<file path="config.mk">
export PLATFORM = sky130hd
export DESIGN_NAME = evmap_intc
export DESIGN_NICKNAME = d
export VERILOG_FILES = /design/src/rtl/evmap_intc_pkg.sv /design/src/rtl/evmap_ctrl_regs.sv /design/src/rtl/evmap_route_map.sv /design/src/rtl/evmap_prio_sel.sv /design/src/rtl/evmap_intc.sv
export SDC_FILE = /design/constraint.sdc
export NUM_CORES = 2
export LEC_CHECK = 0
export BUFFER_PORTS_ARGS = -buffer_cell sky130_fd_sc_hd__buf_2
export CORE_MARGIN = 3
export CORE_UTILIZATION = 30
export DETAILED_ROUTE_END_ITERATION = 8
export PLACE_DENSITY = 0.55
export SLEW_MARGIN = 20
export SYNTH_ARGS = -nofsm -noshare
export SYNTH_HDL_FRONTEND = slang
export SYNTH_HIERARCHICAL = 1
export SYNTH_SLANG_ARGS = --single-unit
</file>
<file path="constraint.sdc">
create_clock -name clk -period 7.4 [get_ports clk]
set_input_delay 0.74 -clock clk [delete_from_list [all_inputs] [get_ports clk]]
set_output_delay 0.74 -clock clk [all_outputs]
set_load 0.03 [all_outputs]
</file>
<file path="src/rtl/evmap_intc_pkg.sv">
package evmap_intc_pkg;
   // word addresses of the register port
   localparam int ADDR_W     = 9;
   localparam int A_GLB      = 'h000;
   localparam int A_PSET     = 'h001;
   localparam int A_PCLR     = 'h002;
   localparam int A_ESET     = 'h003;
   localparam int A_ECLR     = 'h004;
   localparam int A_HSET     = 'h005;
   localparam int A_HCLR     = 'h006;
   localparam int A_HEN      = 'h007;
   localparam int A_RAW      = 'h010;
   localparam int A_ACT      = 'h020;
   localparam int A_ENS_BANK = 'h030;
   localparam int A_ENC_BANK = 'h040;
   localparam int A_EMAP     = 'h080;
   localparam int A_HMAP     = 'h0C0;
   localparam int A_PIDX     = 'h100;

   // layout constants that software depends on
   localparam int BANK_BITS  = 32;
   localparam int SLOT_BITS  = 8;
   localparam int SLOTS      = 4;
   localparam int IDX_FIELD  = 10;
   localparam logic [31:0] NONE_WORD = 32'h8000_0000;

   typedef logic [IDX_FIELD-1:0] evt_num_t;
endpackage

</file>
<file path="src/rtl/evmap_ctrl_regs.sv">
module evmap_ctrl_regs
   import evmap_intc_pkg::*;
#(
   parameter int N_EVT  = 64,
   parameter int N_HOST = 10
) (
   input  logic                 clk,
   input  logic                 rst_n,
   input  logic [N_EVT-1:0]     evt_in,
   input  logic                 wr_en,
   input  logic [ADDR_W-1:0]    wr_addr,
   input  logic [31:0]          wr_data,
   output logic [N_EVT-1:0]     pend_q,
   output logic [N_EVT-1:0]     en_q,
   output logic [N_HOST-1:0]    hen_q,
   output logic                 glb_q
);
   logic [N_EVT-1:0]  pset, pclr, eset, eclr;
   logic [N_HOST-1:0] hset, hclr;

   // one-hot decode of index writes and bank masks
   always_comb begin
      pset = '0;
      pclr = '0;
      eset = '0;
      eclr = '0;
      hset = '0;
      hclr = '0;
      if (wr_en) begin
         for (int e = 0; e < N_EVT; e++) begin
            if (wr_data == 32'(e)) begin
               pset[e] = (wr_addr == ADDR_W'(A_PSET));
               pclr[e] = (wr_addr == ADDR_W'(A_PCLR));
               eset[e] = (wr_addr == ADDR_W'(A_ESET));
               eclr[e] = (wr_addr == ADDR_W'(A_ECLR));
            end
            if (wr_data[e % BANK_BITS]) begin
               if (wr_addr == ADDR_W'(A_ACT + e / BANK_BITS))      pclr[e] = 1'b1;
               if (wr_addr == ADDR_W'(A_ENS_BANK + e / BANK_BITS)) eset[e] = 1'b1;
               if (wr_addr == ADDR_W'(A_ENC_BANK + e / BANK_BITS)) eclr[e] = 1'b1;
            end
         end
         for (int h = 0; h < N_HOST; h++) begin
            if (wr_data == 32'(h)) begin
               hset[h] = (wr_addr == ADDR_W'(A_HSET));
               hclr[h] = (wr_addr == ADDR_W'(A_HCLR));
            end
         end
      end
   end

   // input level and software set both beat a clear
   always_ff @(posedge clk or negedge rst_n) begin
      if (!rst_n) begin
         pend_q <= '0;
         en_q   <= '0;
         hen_q  <= '0;
         glb_q  <= 1'b0;
      end else begin
         pend_q <= (pend_q & ~pclr) | pset | evt_in;
         en_q   <= (en_q & ~eclr) | eset;
         hen_q  <= (hen_q & ~hclr) | hset;
         if (wr_en && wr_addr == ADDR_W'(A_GLB)) glb_q <= wr_data[0];
      end
   end
endmodule

</file>
<file path="src/rtl/evmap_route_map.sv">
module evmap_route_map
   import evmap_intc_pkg::*;
#(
   parameter int N_ITEM = 64,
   parameter int MAP_W  = 4,
   parameter int BASE   = A_EMAP
) (
   input  logic                          clk,
   input  logic                          rst_n,
   input  logic                          wr_en,
   input  logic [ADDR_W-1:0]             wr_addr,
   input  logic [31:0]                   wr_data,
   input  logic [ADDR_W-1:0]             rd_addr,
   output logic [31:0]                   rd_word,
   output logic [N_ITEM-1:0][MAP_W-1:0]  map_q
);
   localparam int N_REG = (N_ITEM + SLOTS - 1) / SLOTS;

   logic unused_wr;
   assign unused_wr = ^wr_data;

   always_ff @(posedge clk or negedge rst_n) begin
      if (!rst_n) begin
         map_q <= '0;
      end else if (wr_en) begin
         for (int i = 0; i < N_ITEM; i++) begin
            if (wr_addr == ADDR_W'(BASE + i / SLOTS))
               map_q[i] <= wr_data[(i % SLOTS) * SLOT_BITS +: MAP_W];
         end
      end
   end

   always_comb begin
      rd_word = '0;
      for (int i = 0; i < N_ITEM; i++) begin
         if (rd_addr == ADDR_W'(BASE + i / SLOTS))
            rd_word[(i % SLOTS) * SLOT_BITS +: MAP_W] = map_q[i];
      end
   end

   if (N_REG > 64) begin : g_bad_depth
      $error("route map needs more than 64 registers");
   end
endmodule

</file>
<file path="src/rtl/evmap_prio_sel.sv">
module evmap_prio_sel
   import evmap_intc_pkg::*;
#(
   parameter int N_EVT  = 64,
   parameter int N_CH   = 10,
   parameter int N_HOST = 10,
   parameter int MAP_W  = 4
) (
   input  logic [N_EVT-1:0]              act,
   input  logic [N_EVT-1:0][MAP_W-1:0]   chan_of,
   input  logic [N_CH-1:0][MAP_W-1:0]    host_of,
   output logic [N_HOST-1:0]             any,
   output evt_num_t [N_HOST-1:0]         win
);
   logic [N_CH-1:0] ch_hit;
   evt_num_t [N_CH-1:0] ch_win;

   // stage 1: lowest pending event on each channel
   for (genvar c = 0; c < N_CH; c++) begin : g_ch
      always_comb begin
         ch_hit[c] = 1'b0;
         ch_win[c] = '0;
         for (int e = N_EVT - 1; e >= 0; e--) begin
            if (act[e] && chan_of[e] == MAP_W'(c)) begin
               ch_hit[c] = 1'b1;
               ch_win[c] = IDX_FIELD'(e);
            end
         end
      end
   end

   // stage 2: lowest busy channel routed to each host
   for (genvar h = 0; h < N_HOST; h++) begin : g_host
      always_comb begin
         any[h] = 1'b0;
         win[h] = '0;
         for (int c = N_CH - 1; c >= 0; c--) begin
            if (ch_hit[c] && host_of[c] == MAP_W'(h)) begin
               any[h] = 1'b1;
               win[h] = ch_win[c];
            end
         end
      end
   end
endmodule

</file>
<file path="src/rtl/evmap_intc.sv">
module evmap_intc
   import evmap_intc_pkg::*;
#(
   parameter int N_EVT  = 64,
   parameter int N_CH   = 10,
   parameter int N_HOST = 10,
   parameter int MAP_W  = 4
) (
   input  logic                 clk,
   input  logic                 rst_n,
   input  logic [N_EVT-1:0]     evt_in,
   input  logic                 wr_en,
   input  logic [8:0]           wr_addr,
   input  logic [31:0]          wr_data,
   input  logic [8:0]           rd_addr,
   output logic [31:0]          rd_data,
   output logic [N_HOST-1:0]    host_irq
);
   localparam int N_BANK = (N_EVT + BANK_BITS - 1) / BANK_BITS;

   if (N_EVT < 1 || N_EVT > 256) begin : g_bad_evt
      $error("N_EVT must be 1..256");
   end
   if (N_HOST < 1 || N_HOST > 2 ** MAP_W || N_HOST > 32) begin : g_bad_host
      $error("N_HOST out of range for MAP_W");
   end
   if (N_CH < 1 || N_CH > 2 ** MAP_W) begin : g_bad_ch
      $error("N_CH out of range for MAP_W");
   end
   if (MAP_W < 1 || MAP_W > SLOT_BITS) begin : g_bad_mapw
      $error("MAP_W must fit a slot");
   end
   if (N_BANK > 16) begin : g_bad_bank
      $error("bank window overflow");
   end

   logic [N_EVT-1:0]             pend_q, en_q;
   logic [N_HOST-1:0]            hen_q;
   logic                         glb_q;
   logic [N_EVT-1:0][MAP_W-1:0]  chan_of;
   logic [N_CH-1:0][MAP_W-1:0]   host_of;
   logic [31:0]                  emap_rd, hmap_rd;
   logic [N_HOST-1:0]            host_any;
   evt_num_t [N_HOST-1:0]        host_win;
   logic [N_EVT-1:0]             act;
   logic [31:0]                  misc_rd;

   evmap_ctrl_regs #(.N_EVT(N_EVT), .N_HOST(N_HOST)) u_ctrl (
      .clk     (clk),
      .rst_n   (rst_n),
      .evt_in  (evt_in),
      .wr_en   (wr_en),
      .wr_addr (wr_addr),
      .wr_data (wr_data),
      .pend_q  (pend_q),
      .en_q    (en_q),
      .hen_q   (hen_q),
      .glb_q   (glb_q)
   );

   evmap_route_map #(.N_ITEM(N_EVT), .MAP_W(MAP_W), .BASE(A_EMAP)) u_emap (
      .clk     (clk),
      .rst_n   (rst_n),
      .wr_en   (wr_en),
      .wr_addr (wr_addr),
      .wr_data (wr_data),
      .rd_addr (rd_addr),
      .rd_word (emap_rd),
      .map_q   (chan_of)
   );

   evmap_route_map #(.N_ITEM(N_CH), .MAP_W(MAP_W), .BASE(A_HMAP)) u_hmap (
      .clk     (clk),
      .rst_n   (rst_n),
      .wr_en   (wr_en),
      .wr_addr (wr_addr),
      .wr_data (wr_data),
      .rd_addr (rd_addr),
      .rd_word (hmap_rd),
      .map_q   (host_of)
   );

   assign act = pend_q & en_q;

   evmap_prio_sel #(.N_EVT(N_EVT), .N_CH(N_CH), .N_HOST(N_HOST), .MAP_W(MAP_W)) u_prio (
      .act     (act),
      .chan_of (chan_of),
      .host_of (host_of),
      .any     (host_any),
      .win     (host_win)
   );

   assign host_irq = host_any & hen_q & {N_HOST{glb_q}};

   always_comb begin
      misc_rd = '0;
      if (rd_addr == ADDR_W'(A_GLB)) misc_rd[0] = glb_q;
      if (rd_addr == ADDR_W'(A_HEN)) misc_rd[N_HOST-1:0] = hen_q;
      for (int e = 0; e < N_EVT; e++) begin
         if (rd_addr == ADDR_W'(A_RAW + e / BANK_BITS))
            misc_rd[e % BANK_BITS] = pend_q[e];
         if (rd_addr == ADDR_W'(A_ACT + e / BANK_BITS))
            misc_rd[e % BANK_BITS] = act[e];
         if (rd_addr == ADDR_W'(A_ENS_BANK + e / BANK_BITS) ||
             rd_addr == ADDR_W'(A_ENC_BANK + e / BANK_BITS))
            misc_rd[e % BANK_BITS] = en_q[e];
      end
      for (int h = 0; h < N_HOST; h++) begin
         if (rd_addr == ADDR_W'(A_PIDX + h))
            misc_rd = host_any[h] ? {{(32-IDX_FIELD){1'b0}}, host_win[h]} : NONE_WORD;
      end
   end

   assign rd_data = misc_rd | emap_rd | hmap_rd;
endmodule

</file>
[Yosys cells after proc, flatten, opt, wreduce, memory -nomap -nowiden]
Index checks and enable logic that the tools add are counted.
Storage, ports and cells
  bits in registers: 435
Cells by class
  bitwise gates (word level): 15
  mux-type cells: 2434
  reductions and logical operators: 839
  eq/ne operators: 798
Operator list (count)
  2-to-1 mux 6 bit: 740
  2-to-1 mux 1 bit: 1593
  equality test 4 x 3 -> 1 bit, second input constant: 296
  equality test 32 x 6 -> 1 bit, second input constant: 32
  logical AND 1 bit: 741
  2-to-1 mux 32 bit: 20
  equality test 4 x 2 -> 1 bit, second input constant: 148
  equality test 4 bit, second input constant: 148
  equality test 32 x 5 -> 1 bit, second input constant: 16
  equality test 9 x 8 -> 1 bit, second input constant: 38
  equality test 4 x 1 -> 1 bit, second input constant: 74
  zero test 4 bit: 74
  2-to-1 mux 4 bit: 74
  equality test 32 x 4 -> 1 bit, second input constant: 8
  2-to-1 mux 64 bit: 4
  bitwise AND 64 bit: 3
  OR 64 bit: 3
  equality test 32 x 3 -> 1 bit, second input constant: 4
  inverter 64 bit: 2
  equality test 9 bit, second input constant: 10
  equality test 9 x 6 -> 1 bit, second input constant: 8
  equality test 32 x 2 -> 1 bit, second input constant: 2
  OR 32 x 28 -> 32 bit: 2
  AND reduction 2 bit: 19
  other kinds (13): 27

[Longest topological paths before layout]
  depth in word-level cells: 90
  gate-level depth with buffers: 20

[Modules after synthesis]
Netlist, hierarchy kept.
By module, submodules not included
  evmap_prio_sel: area an instance 23212.3 sq um, cells an instance 3798, times used 1
  evmap_route_map at u_emap: area an instance 12633.4 sq um, cells an instance 1061, times used 1
  evmap_ctrl_regs: area an instance 7679.9 sq um, cells an instance 906, times used 1
  evmap_intc: area an instance 3348.2 sq um, cells an instance 530, times used 1
  evmap_route_map at u_hmap: area an instance 2090.8 sq um, cells an instance 164, times used 1

[Worst setup path after synthesis]
No wires, ideal clock.
  kind: reg2out
  from: reg u_ctrl.pend_q[58]
  to: out rd_data[4]
  arrival: 4803 ps
  cell stages (with the launch flop): 18
  path buffers: 2
  setup slack: 1857 ps
  cell sequence: dfrtp_1 and2_1 or3b_2 clkbuf_1 o22ai_1 or4b_2 or4_4 o21ai_1 nor2_2 nor2_2 nand2_1 or4_1 and3b_1 clkbuf_1 a22o_1 a211o_1 a221oi_1 nand3b_1
On the way
  elaborated cells between the ends (all ways): 1513
RTL lines
  start: declaration: RTL line evmap_ctrl_regs.sv:13  | output logic [N_EVT-1:0] pend_q,
  start signal: assignment: RTL line evmap_ctrl_regs.sv:60  | pend_q <= (pend_q & ~pclr) | pset | evt_in;
  bitwise AND 64 bit (*): RTL line evmap_intc.sv:83  | assign act = pend_q & en_q;
  net act[58]: RTL line evmap_intc.sv:45  | logic [N_EVT-1:0] act;
  logical AND 1 bit: RTL line evmap_prio_sel.sv:24  | if (act[e] && chan_of[e] == MAP_W'(c)) begin
  2-to-1 mux 1 bit (59 in series): RTL line evmap_prio_sel.sv:24
  logical AND 1 bit: RTL line evmap_prio_sel.sv:38  | if (ch_hit[c] && host_of[c] == MAP_W'(h)) begin
  2-to-1 mux 1 bit (9 in series): RTL line evmap_prio_sel.sv:38
  2-to-1 mux 1 bit (*): RTL line evmap_prio_sel.sv:38
  net host_any[5]: RTL line evmap_intc.sv:43  | logic [N_HOST-1:0] host_any;
  2-to-1 mux 32 bit (*): RTL line evmap_intc.sv:110  | misc_rd = host_any[h] ? {{(32-IDX_FIELD){1'b0}}, host_win[h]} : NONE_WORD;
  2-to-1 mux 32 bit (*) (5 in series): RTL line evmap_intc.sv:109  | if (rd_addr == ADDR_W'(A_PIDX + h))
  OR 32 x 28 -> 32 bit (*) (2 in series): RTL line evmap_intc.sv:114  | assign rd_data = misc_rd | emap_rd | hmap_rd;
  end: declaration: RTL line evmap_intc.sv:16  | output logic [31:0] rd_data,
Mark *: on every way through the listed nets, which the timed path passes. The rest lies on a longest branch.

[Final worst setup path]
  from: reg u_ctrl.pend_q[4]
  to: out rd_data[1]
On the way
  elaborated cells between the ends (all ways): 433
RTL lines (RTL line)
  bitwise AND 64 bit (*): evmap_intc.sv:83
  net act[4]: evmap_intc.sv:45
  logical AND 1 bit: evmap_prio_sel.sv:24
  2-to-1 mux 1 bit (5 in series): evmap_prio_sel.sv:24
  logical AND 1 bit: evmap_prio_sel.sv:38
  2-to-1 mux 1 bit (9 in series): evmap_prio_sel.sv:38
  2-to-1 mux 1 bit (*): evmap_prio_sel.sv:38
  net host_any[5]: evmap_intc.sv:43
  2-to-1 mux 32 bit (*): evmap_intc.sv:110
  2-to-1 mux 32 bit (*) (5 in series): evmap_intc.sv:109
  OR 32 x 28 -> 32 bit (*) (2 in series): evmap_intc.sv:114
Marks and branches as above.

==> results.json <==
{
  "dpl-instance-area_mm2": 0.05567,
  "timing.setup.tns_ns": -0.2906,
  "r2r_start": "u_emap/map_q[96]",
  "status": "finished with violations",
  "final_hold_viol_count": 3,
  "cts_tree": "done",
  "synth_xor_area_share_pct": 0,
  "drv_slew": 0,
  "yosys-top-cells-area": "dfrtp_1, mux2_2, nand2_1",
  "peakVddDrop_mv": 0.2013,
  "synthTopCellsByCount": "nand2_1, nor2_1, dfrtp_1",
  "vias_per_cell": 7.099,
  "violations": "negative hold slack, negative setup slack",
  "gp_congestion": 1.196,
  "fillers": 17230,
  "antenna_found_initial": 40,
  "grt_pass1_wl_um": 514700,
  "end_kind": "primary output",
  "ios": 159,
  "p_int_w": 0.004545,
  "max_freq_mhz": 132.5,
  "start_util_pct": 30.36,
  "p_switching_w": 0.002566,
  "final_layout_size_suffix_gt1_share_pct": 20.64,
  "synth_cell_types": 117,
  "synth_top_area_share_pct": 22.23,
  "cts-root-buf": "clkbuf_16",
  "synth_edf_count": 0,
  "grt_pass1_vias": 58910,
  "seq_area_mm2": 0.01089,
  "netlist_area_mm2": 0.04896,
  "setup_viol": 4,
  "cp_max_fo": 8,
  "skew_ns": 0,
  "max-cap-violations": 0,
  "clkLatencyLatePin_ns": 0.74,
  "path_clk_slew_ns": 0.06,
  "swShare_pct": 36.09,
  "grt_usage_pct": 43.88,
  "synth_top_family_by_area": "compound AO/OA/AOI/OAI gates",
  "dieWidth_um": 410,
  "vias": 65300,
  "grt_max_degree": 155,
  "die_height_um": 410,
  "grt_overflow": 0,
  "cts_buffers": 55,
  "wl_um": 387500,
  "yosys_warnings": 6,
  "numPortBuffers": 158,
  "path_class": "flop to primary output",
  "cp.required_ns": 6.66,
  "crit_path_start_kind": "flop",
  "rows": 147,
  "clock_path_buffers": 3,
  "fp.dieArea_mm2": 0.1681,
  "drt-initial-drc-count": 11890,
  "ys_ff_latch": 435,
  "layout.nets": 7079,
  "synth-main-ff-cell": "dfrtp_1",
  "cp_slowest_cell": "a22oi_1",
  "syn_to_final_growth_pct": 18.60,
  "synth.most_common_cell": "nand2_1",
  "pwr-share-seq_pct": 36.2,
  "synth_compound_area_share_pct": 32.20,
  "clock_sinks": 435,
  "leakage_nw": 22.97,
  "hp-class": "input port to async pin",
  "synthArstFlopShare_pct": 100.0,
  "drcViolationCount": 0,
  "finalCritPeriodShare_pct": 102.0,
  "layout_setup_ws_ns": -0.1492,
  "first_pass_iters": 7,
  "cts.htree.levels": 2,
  "cp_cell_sequence": "and2_1 > nor3b_1 > a22oi_1 > and4_1 > and4_1 > a21oi_1 > buf_12 > and2_1 > nor2_2 > nand2_1 > or4_1 > nand3b_1 > a211oi_2 > a2111oi_4 > buf_4 > o21ai_0 > or4_1 > buf_2",
  "core_mm2": 0.1613,
  "synthCells": 6459,
  "clkPwrFrac_pct": 42.8,
  "worst_pin_slew_ns": 1.248,
  "wire_per_inst_um": 42.13,
  "ant_nets": 0,
  "synthAdderAreaFrac_pct": 0,
  "finalPower_w": 0.007111,
  "seq_area_frac_synth_pct": 22.23,
  "cp_data_arrival_time_ns": 6.81,
  "fin_area_mm2": 0.05807,
  "rsz0062_at_grt": "true",
  "r2r-end": "u_emap/map_q[96]",
  "regToRegSetupSlack_ns": 6.18,
  "finalCriticalPeriod_ns": 7.549,
  "powerDensity_mw_per_mm2": 122.4,
  "reg2reg_depth": 2,
  "relSlewSlack_pct": 16.17,
  "synth_simple_gate_area_share_pct": 32.00,
  "yosysTopAreaCell": "dfrtp_1",
  "fin_worst_hold_slack_ns": -0.006041,
  "max_stage_delay_ns": 0.87,
  "combinationalPowerShare_pct": 21.0,
  "dpl.hpwl_um": 311100,
  "synth_area_per_cell_um2": 7.581,
  "muxShareOfSynthArea_pct": 8.277,
  "multi_input_area_mm2": 0.03631,
  "final_util_pct": 36.00
}
kinds of logic (layout without fill, tap and decap cells):
group / after synthesis / after routing
other: 3 / 103
DFF: 435 / 435
muxes: 357 / 357
and+or+nand+nor: 2875 / 2875
AOI/OAI and AO/OA: 2235 / 2235
buffers and inverters: 554 / 1033
per-layer routing:
| layer | global-route usage, % | routed length, um | vias to the layer above |
|---|---|---|---|
| met3 | 16.19 | 55630 | 1190 |
| met1 | 57.29 | 150300 | 32330 |
| met4 | 27.98 | 31810 | 10 |
| met5 | 0.5172 | 177 | - |
| li1 | - | - | 26010 |
| met2 | 60.23 | 149600 | 5751 |
cells in the final DEF (no fill, tap or decap), types with 99 or more instances in the layout:
| master | n |
|---|---|
| dfrtp_1 | 435 |
| nand2_1 | 675 |
| nor2_1 | 607 |
| o211ai_1 | 115 |
| nor3_1 | 167 |
| a221oi_1 | 116 |
| nand3_1 | 166 |
| nor2b_1 | 148 |
| and3b_1 | 107 |
| nand3b_1 | 116 |
| buf_2 | 152 |
| a21oi_1 | 306 |
| o21ai_0 | 332 |
| inv_1 | 158 |
| mux2_2 | 264 |
| nand2b_1 | 162 |
| buf_4 | 609 |
| a211oi_1 | 99 |
| a22oi_1 | 240 |
| o22ai_1 | 237 |
area by class of cell:
| cell class | count | share of cell area [%] |
|---|---|---|
| well taps | 2160 | 4.654 |
| multi-input cells | 5539 | 62.53 |
| inverters | 159 | 1.028 |
| repair buffers | 772 | 9.553 |
| diodes | 31 | 0.1336 |
| clock buffers | 81 | 2.710 |
| flip-flops and latches | 435 | 18.74 |
| clock inverters | 21 | 0.6507 |
per-stage QoR:
| stage | setup WS (ns) | cells |
|---|---|---|
| after floorplan | 1.857 | 6528 |
| after global placement | -0.9984 | 9061 |
| after detailed placement | -0.7402 | 9061 |
| after CTS | -0.06836 | 9163 |
| after global routing | -0.05178 | 9167 |
| final | -0.1492 | 9198 |
how the worst max path moves through the flow:
stage	startpoint	to	cells after the start
6_report	u_ctrl/pend_q[4]	rd_data[1]	18
3_3_place_gp	u_ctrl/en_q[36]	rd_data[1]	23
4_1_cts	u_ctrl/en_q[36]	rd_data[1]	23
3_5_place_dp	u_ctrl/en_q[36]	rd_data[1]	23
2_1_floorplan	u_ctrl/pend_q[58]	rd_data[4]	17
5_1_grt	u_ctrl/pend_q[55]	rd_data[1]	17
flip-flops by register name, indices dropped and copies added (netlist names):
register	cells
u_ctrl/pend_q	64
u_emap/map_q	256
u_hmap/map_q	40
u_ctrl/glb_q	1
u_ctrl/en_q	64
u_ctrl/hen_q	10
power groups by stage:
stage	clock, W	combinational [W]	sequential (W)
after floorplan	0	0.000600	0.00254
after global placement	0	0.00138	0.00261
after detailed placement	0	0.00137	0.00261
after CTS	0.00307	0.00138	0.00256
after global routing	0.00315	0.00148	0.00257
final	0.00304	0.00149	0.00258
worst max-delay path: cells and delay by family, from the launching register on:
family	cells	cell delay, ns
and+or+nand+nor	10	3.34
AOI/OAI and AO/OA	5	1.71
buffers and inverters	3	0.61
DFF	1	0.41
what timing repair did:
item	CTS	global route
endpoints found under the setup margin	7	7
resized for setup	27	48
hold buffers	0	0
buffers inserted	0	4
pin swaps	0	6
No activity file was read; power rests on OpenSTA's default activity.
